===== src/rtl/flash_cmd_seq.sv =====
module flash_cmd_seq #(
  parameter int AW = 12,
  parameter int DEPTH = 64,
  parameter int NBLK = 4,
  parameter int TMO = 8,
  parameter int ERASE_CYC = 20,
  parameter logic [7:0] MAKER = 8'h5A,
  parameter logic [7:0] PART = 8'h3C
) (
  input  logic          clk,
  input  logic          rst_n,
  input  logic          ce_n,
  input  logic          we_n,
  input  logic          byte_mode,
  input  logic [AW-1:0] addr,
  input  logic [7:0]    wdata,
  input  logic [AW-1:0] rd_addr,
  output logic [7:0]    rd_data,
  output logic          busy,
  output logic          suspended,
  output logic          err,
  output logic          bypass,
  output logic          ids
);
  localparam int MAW = $clog2(DEPTH);
  localparam int BW = $clog2(NBLK);
  localparam int BLKW = MAW - BW;
  localparam int CMAX = (TMO > ERASE_CYC) ? TMO : ERASE_CYC;
  localparam int CW = $clog2(CMAX + 1);

  typedef enum logic [3:0] {IDLE, UL1, UL2, PGM, MULTI, ER1, ER2, ER3,
                            WIN, ERS, SUSP, ASEL, BYP, BYP_PGM, BYP_X} st_t;

  st_t st, nxt;
  logic stb_q;
  logic [AW-1:0] a_q;
  logic [7:0] d_q;
  logic [CW-1:0] cnt;
  logic [1:0] left;
  logic [NBLK-1:0] mask;
  logic [7:0] mem [DEPTH];

  wire stb = !ce_n && !we_n;
  wire commit = stb_q && !stb;
  wire [AW-1:0] u1 = byte_mode ? AW'(12'hAAA) : AW'(12'h555);
  wire [AW-1:0] u2 = byte_mode ? AW'(12'h555) : AW'(12'h2AA);
  wire [MAW-1:0] idx = a_q[MAW-1:0];
  wire [BW-1:0] blk = a_q[MAW-1 -: BW];
  wire [7:0] old = mem[idx];
  wire bad = |(d_q & ~old);
  wire pgm_now = commit && (st == PGM || st == MULTI || st == BYP_PGM);
  wire erase_done = (st == ERS) && (cnt == '0) && !(commit && d_q == 8'hB0);
  wire rst_cmd = commit && d_q == 8'hF0;

  always_comb begin
    nxt = IDLE;
    case (st)
      IDLE: if (!err && a_q == u1) begin
              if (d_q == 8'hAA) nxt = UL1;
              else if (!byte_mode && d_q == 8'h50) nxt = MULTI;
              else if (byte_mode && d_q == 8'h56) nxt = MULTI;
            end
      UL1: if (d_q == 8'h55 && a_q == u2) nxt = UL2;
      UL2: if (a_q == u1)
             case (d_q)
               8'hA0: nxt = PGM;
               8'h80: nxt = ER1;
               8'h90: nxt = ASEL;
               8'h20: nxt = BYP;
               default: nxt = IDLE;
             endcase
      MULTI: nxt = (left == 2'd0 || bad) ? IDLE : MULTI;
      ER1: if (d_q == 8'hAA && a_q == u1) nxt = ER2;
      ER2: if (d_q == 8'h55 && a_q == u2) nxt = ER3;
      ER3: if (d_q == 8'h10 && a_q == u1) nxt = ERS;
           else if (d_q == 8'h30) nxt = WIN;
      ASEL: nxt = (d_q == 8'hF0) ? IDLE : ASEL;
      BYP: if (!err && d_q == 8'hA0) nxt = BYP_PGM;
           else if (!err && d_q == 8'h90) nxt = BYP_X;
           else nxt = BYP;
      BYP_PGM: nxt = BYP;
      BYP_X: nxt = (d_q == 8'h00) ? IDLE : BYP;
      default: nxt = IDLE;
    endcase
  end

  always_ff @(posedge clk) begin
    if (!rst_n) begin
      stb_q <= 1'b0;
      a_q <= '0;
      d_q <= '0;
      st <= IDLE;
      err <= 1'b0;
      cnt <= '0;
      left <= '0;
      mask <= '0;
      for (int i = 0; i < DEPTH; i++) mem[i] <= 8'hFF;
    end else begin
      stb_q <= stb;
      if (stb) begin
        a_q <= addr;
        d_q <= wdata;
      end
      if (pgm_now) begin
        mem[idx] <= old & d_q;
        if (bad) err <= 1'b1;
      end
      if (erase_done)
        for (int i = 0; i < DEPTH; i++)
          if (mask[BW'(i >> BLKW)]) mem[i] <= 8'hFF;
      if (rst_cmd && !(st inside {PGM, MULTI, BYP_PGM, WIN, ERS, SUSP})) err <= 1'b0;
      case (st)
        WIN:
          if (commit) begin
            if (d_q == 8'h30) begin
              mask[blk] <= 1'b1;
              cnt <= CW'(TMO);
            end else begin
              mask <= '0;
              st <= IDLE;
            end
          end else if (cnt == '0) begin
            st <= ERS;
            cnt <= CW'(ERASE_CYC);
          end else cnt <= cnt - 1'b1;
        ERS:
          if (commit && d_q == 8'hB0) st <= SUSP;
          else if (cnt == '0) begin
            st <= IDLE;
            mask <= '0;
          end else cnt <= cnt - 1'b1;
        SUSP:
          if (commit && d_q == 8'h30) st <= ERS;
        default:
          if (commit) begin
            st <= nxt;
            if (st == IDLE && nxt == MULTI) left <= byte_mode ? 2'd3 : 2'd1;
            else if (st == MULTI) left <= left - 1'b1;
            if (st == ER3 && nxt == ERS) begin
              mask <= '1;
              cnt <= CW'(ERASE_CYC);
            end else if (st == ER3 && nxt == WIN) begin
              mask[blk] <= 1'b1;
              cnt <= CW'(TMO);
            end
          end
      endcase
    end
  end

  assign busy = (st == WIN) || (st == ERS);
  assign suspended = (st == SUSP);
  assign bypass = (st == BYP) || (st == BYP_PGM) || (st == BYP_X);
  assign ids = (st == ASEL);
  assign rd_data = ids ? (rd_addr[0] ? PART : MAKER) : mem[rd_addr[MAW-1:0]];
endmodule


===== config.mk =====
export PLATFORM = sky130hd
export DESIGN_NAME = flash_cmd_seq
export DESIGN_NICKNAME = d
export VERILOG_FILES = /design/src/rtl/flash_cmd_seq.sv
export SDC_FILE = /design/constraint.sdc
export NUM_CORES = 1
export LEC_CHECK = 0
export BUFFER_PORTS_ARGS = -buffer_cell sky130_fd_sc_hd__buf_2
export CAP_MARGIN = 20
export CORE_UTILIZATION = 45
export CTS_CLUSTER_SIZE = 40
export DETAILED_ROUTE_END_ITERATION = 7
export GPL_TIMING_DRIVEN = 0
export PLACE_DENSITY_LB_ADDON = 0.05
export SLEW_MARGIN = 20
export SYNTH_ARGS = -nofsm -noshare
export SYNTH_HDL_FRONTEND = slang
export SYNTH_SLANG_ARGS = --single-unit

===== constraint.sdc =====
create_clock -name clk -period 5.6 [get_ports clk]
set_clock_uncertainty 0.15 [all_clocks]
set_input_delay 0.84 -clock clk [delete_from_list [all_inputs] [get_ports clk]]
set_output_delay 0.84 -clock clk [all_outputs]
set_load 0.01 [all_outputs]

==> run metrics, run 1 <==
Placed Area 30670 sq um; all-layer global routing usage 37.52%; clk_lat worst skew 0.66 ns; crit-path leading delay family buffers and inverters; Ys Warns 0; VDD IR-drop max 0.2272 mV; status completed; layout cell share with drive strength beyond 1 25.06%; Max Fclk 186.3 MHz; Worst path slowest cell clkbuf_1; worst rel slew slack 13.12%; Starting Density 45.93%; CP max stage delay 0.89 ns; Die Ht 256.7 microns; Tmin final 5.367 ns; Post-Synth Simple-Gate Area 12.06%; Synth top area share 52.68%; clock sink count 553; Mapped Area 29180 sq um; H-tree levels 2; Psw 2.325 mW; main combinational cell family by area after synthesis multiplexers; number of synthesized flops with an enable pin 512; Slew Limit Fails 0; Synth Area in Adders 0.1286%; Syn Nets 2202; diodes inserted 0; vias in the first global route 21.03k; CP Capture Type output port; drt initial violations 3519; Post-DP HPWL 90580 microns; CTS tree yes; cell repeated most along the worst path mux4_2; count leader, synth nand2_1; Final Cycle Share 95.84%; PD cells 289.1 nW/um^2; Seq/Total Area, Yosys 55.49%; R2R Setup Slk 0.34 ns; Post CTS Setup Buffer Count 0; critical path, cell by cell clkbuf_1 -> clkbuf_1 -> mux4_2 -> mux4_2 -> mux4_2 -> o21ai_0 -> nand2_1 -> buf_2; Sw Share 24.58%; max cap viols 0; Synth top cells by count nand2_1, edfxtp_1, mux4_2; post-synth cell types 72; critical path data arrival time 4.38 ns; crit path max fanout 10; DRC Markers 0; I/O Buffers 38; initial antenna violation count 5; dominant cell type by area after synthesis edfxtp_1; RSZ-0062 raised after global routing false; die area 65880 sq um; synth-to-layout area growth 12.12%; Final Instance Area 32720 sq um; largest net degree at the start of global routing 16; Num CTS Buffers 61; Post-CTS Resized 0; CP Launch Type primary input; routed vias/inst 6.852; Root Driver clkbuf_16; flops & latches, synth 553; Filler cells 5568; Leakage 8.042 nW; Pre-Repair DR Iteration Count 5; largest cells by area after synthesis edfxtp_1, mux4_2, nand2_1, dfxtp_1, nor2_1; part of the power in the clock network 44.4%; Buf/Inv on CP 3; Vias 21.82k; first-pass GRT wire length 168300 microns; Int Pwr 7.134 mW; I/O pin count 50; WL/cell 38.72 microns; Total Negative Setup Slacks 0 ns; Tightest Hold Check Type primary input to flip-flop; Placer Congestion 1.027; CP required 4.61 ns; ys flop type edfxtp_1; Post-Synth XOR/XNOR Area 0.09003%; multiplexer area fraction after synthesis 24.11%; Synth Area per Inst 13.50 sq um; cell count after synthesis 2162; compound-cell area share of the yosys netlist 4.712%; Layout Nets 2328; post-route ant nets 0; Die X 256.7 microns; fraction of registers with async set or reset after synthesis 0%; Rows 92; clk slew on worst S/H paths 0.06 ns; critical path class primary input to output port; Comb pwr share 7.8%; final wirelength 123300 microns; grt ovf 0; Final Hold Fails 0; Max clock buf depth 3; cts hold-fix bufs 0; final setup violation count 0; Slew @ Worst Pin 1.303 ns; Flop pwr share 47.8%; core area 63540 sq um
-- through the flow --
stage          hold slack, ns  cells  util (%)  power, mW  setup WS, ns
2_1_floorplan          0.2749   2162         -      4.993         1.426
3_3_place_gp           0.2933   3046     47.89      5.305        0.1257
3_5_place_dp           0.2962   3070     48.27      5.323        0.2813
4_1_cts                0.2846   3183     51.49      9.434        0.2891
5_1_grt                0.3162   3184     51.50      9.601        0.2674
6_report               0.3002   3184     51.50      9.460        0.2330
-- final timing paths --
kind / from / end / cells after the start
hold reg to reg: mask[1] / mask[1] / 2
setup / recovery: rd_addr[1] / rd_data[5] / 8
setup reg to reg: flip-flop / mem[32][5] / 10
hold / removal: wdata[2] / d_q[2] / 3
-- power by group through the flow --
stage	Combinational, mW	Sequential (mW)	Clock [mW]
2_1_floorplan	0.388	4.60	0
3_3_place_gp	0.690	4.61	0
3_5_place_dp	0.713	4.61	0
4_1_cts	0.714	4.52	4.20
5_1_grt	0.746	4.52	4.33
6_report	0.734	4.52	4.20
-- cell families after synthesis --
logic type	Yosys count
and+or+nand+nor	855
DFF	553
muxes	337
AOI/OAI and AO/OA	213
buffers and inverters	198
xor gates and xnor gates	3
adders and majority gates	3
-- area by class of cell --
type / instances / area (sq um) / share of cell area [%]
plain buffers: 179 / 944.7 / 2.887
clock buffers: 76 / 1639 / 5.009
clock inverters: 37 / 402.9 / 1.231
inverters: 19 / 71.32 / 0.2179
multi-input cells: 1411 / 12010 / 36.70
flip-flops and latches: 553 / 16200 / 49.49
well taps: 846 / 1059 / 3.235
repair buffers: 63 / 401.6 / 1.227
-- per-layer routing --
metal	up-vias	share of wire, %	global-route usage [%]
met2	1708	44	55.48
met1	11220	36	49.64
li1	8527	-	-
met5	-	0.021	0
met4	4	6.4	20.85
met3	360	13	11.10
-- registers in the layout (all words and copies together), names as in the netlist, named ones only --
register	cells
a_q	12
cnt	5
d_q	8
err	1
left	2
mask	2
mem	512
st	4
stb_q	1
-- worst min-delay path, delay by kind of cell --
family	cells	cell delay, ns
buf+inv	1	0.10
simple gates	1	0.04
compound gates	1	0.06
-- layout by cell type (no fill, tap or decap), drive strengths merged, types with 8 or more instances in the layout --
cell type	netlist	routed
a21boi	28	28
a21oi	19	19
a22oi	8	8
buf	110	173
bufinv	0	8
clkbuf	69	145
clkinv	1	22
dfxtp	41	41
edfxtp	512	512
inv	18	19
mux2i	38	38
mux4	292	292
nand2	626	626
nand2b	8	8
nand3	29	29
nand4	8	8
nor2	104	104
nor2b	17	17
nor3	15	15
o21ai	89	89
or3	10	10
No activity file was read; power rests on OpenSTA's default activity.
==> inputs of run 2 (changes only) <==
- PLACE_DENSITY_LB_ADDON: 0.05 -> not set
==> run 2 against run 1 <==
Net effect:
- utilization shrank 0.13 points
- die area is the same
- clock power grew 1%
- count of clock-buffer cells in the layout shrank 5
- wire length shrank 6.1%
- maximum frequency shrank 3.9%
- via count shrank 0.53%
- power grew 0.26%
- combinational power shrank 3%
- cell count shrank 0.38%
- highest routed layer unchanged
==> run metrics, run 2 (synthesized netlist as in run 1, its figures left out) <==
status completed; Worst path slowest cell clkbuf_1; Comb pwr share 7.5%; initial antenna violation count 7; CP Capture Type output port; grt ovf 0; Slew Limit Fails 0; first-pass GRT wire length 159300 microns; all-layer global routing usage 35.12%; synth-to-layout area growth 11.85%; Num CTS Buffers 59; H-tree levels 2; Post CTS Setup Buffer Count 0; critical path class primary input to output port; VDD IR-drop max 0.2155 mV; CP max stage delay 0.96 ns; Die Ht 256.7 microns; Int Pwr 7.223 mW; clk_lat worst skew 0.66 ns; Post-DP HPWL 84620 microns; multi-input logic area 12020 sq um; Slew @ Worst Pin 1.253 ns; CP Launch Type primary input; most common cell after layout, fill and taps aside nand2_1; layout cell share with drive strength beyond 1 24.49%; cell repeated most along the worst path mux4_2; post-route ant nets 0; Leakage 7.999 nW; Psw 2.262 mW; Rows 92; met1 GRT Util 46.09%; crit path max fanout 10; largest net degree at the start of global routing 16; Tightest Hold Check Type primary input to flip-flop; I/O Buffers 38; Tmin final 5.583 ns; routed vias/inst 6.842; register area 16200 sq um; CTS tree yes; die area 65880 sq um; Max clock buf depth 3; Starting Density 45.93%; I/O pin count 50; clock sink count 553; Die X 256.7 microns; WL/cell 36.51 microns; cts hold-fix bufs 0; critical path data arrival time 4.59 ns; Vias 21.70k; Final Power 9.485 mW; Layout Nets 2314; Final Cycle Share 99.70%; Max Fclk 179.1 MHz; max cap viols 0; largest registers mem (512), a_q (12), d_q (8); met2 GRT Util 52.17%; CP required 4.61 ns; Biggest register mem; final setup violation count 0; DRC Markers 0; critical path, cell by cell clkbuf_1 -> clkbuf_1 -> mux4_2 -> mux4_2 -> mux4_2 -> o21ai_0 -> nand2_1 -> buf_2; Root Driver clkbuf_16; Flop pwr share 47.7%; part of the power in the clock network 44.8%; layer with the highest usage met2; Final Hold Fails 0; hold_ws 0.2860 ns; crit-path leading delay family buffers and inverters; Pre-Repair DR Iteration Count 8; Total Negative Setup Slacks 0 ns; PD cells 290.6 nW/um^2; Buf/Inv on CP 3; met3 track demand over resource 12.63%; drt initial violations 3574; core area 63540 sq um; final wirelength 115800 microns; Post-CTS Resized 0; max FFs per register 512; Sw Share 23.84%; Filler cells 5486; RSZ-0062 raised after global routing false; worst rel slew slack 16.44%; commonest cells after routing, fill and taps aside nand2_1, edfxtp_1, mux4_2, buf_2, nor2_1; vias in the first global route 20.43k; clk slew on worst S/H paths 0.06 ns; Placer Congestion 1.072
## run 2: worst reg2reg max path: stages, from the launching register on
cell	delay (ns)
dfxtp_1	0.36
clkbuf_1	0.82
buf_1	0.95
nor2b_1	0.56
a22oi_1	0.59
nand3_1	0.14
o211ai_1	0.28
nand2_1	0.27
nand2_2	0.58
buf_2	0.44
nand2_1	0.10
## run 2: power groups by stage
stage | logic, mW | clock network, mW | registers [mW]
final | 0.714 | 4.25 | 4.52
after global placement | 0.672 | 0 | 4.61
after floorplan | 0.388 | 0 | 4.60
after detailed placement | 0.688 | 0 | 4.61
after global routing | 0.724 | 4.39 | 4.52
after CTS | 0.689 | 4.23 | 4.52
## run 2: final timing paths
path	startpoint	to	slack (ns)	cells past startpoint
max	rd_addr[1]	rd_data[6]	0.02	8
min	addr[6]	a_q[6]	0.29	3
max reg2reg	flip-flop	mem[49][5]	0.08	10
min reg2reg	mask[0]	mask[0]	0.30	2
## run 2: routing by layer
layer,part of all wire [%],vias to the layer above
met1,35,11010
met3,15,321
met2,44,1863
met5,0.070,-
met4,5.4,8
li1,-,8497
## run 2: layout make-up
class / instances / area share [%]
buffer: 179 / 2.879
inverter: 19 / 0.2185
clock inverter: 39 / 1.529
multi-input combinational: 1411 / 36.82
antenna: 3 / 0.02300
timing repair buffer: 51 / 0.8816
tap: 846 / 3.243
sequential: 553 / 49.62
clock buffer: 71 / 4.788
## run 2: through the flow
step	instance area [sq um]	instances	setup slack [ns]	util, %
after floorplan	29180	2162	1.426	-
after global placement	30430	3046	0.1355	47.89
after detailed placement	30570	3059	0.1209	48.10
after CTS	32630	3169	0.1210	51.35
after global routing	32630	3169	0.08724	51.36
final	32640	3172	0.01659	51.37
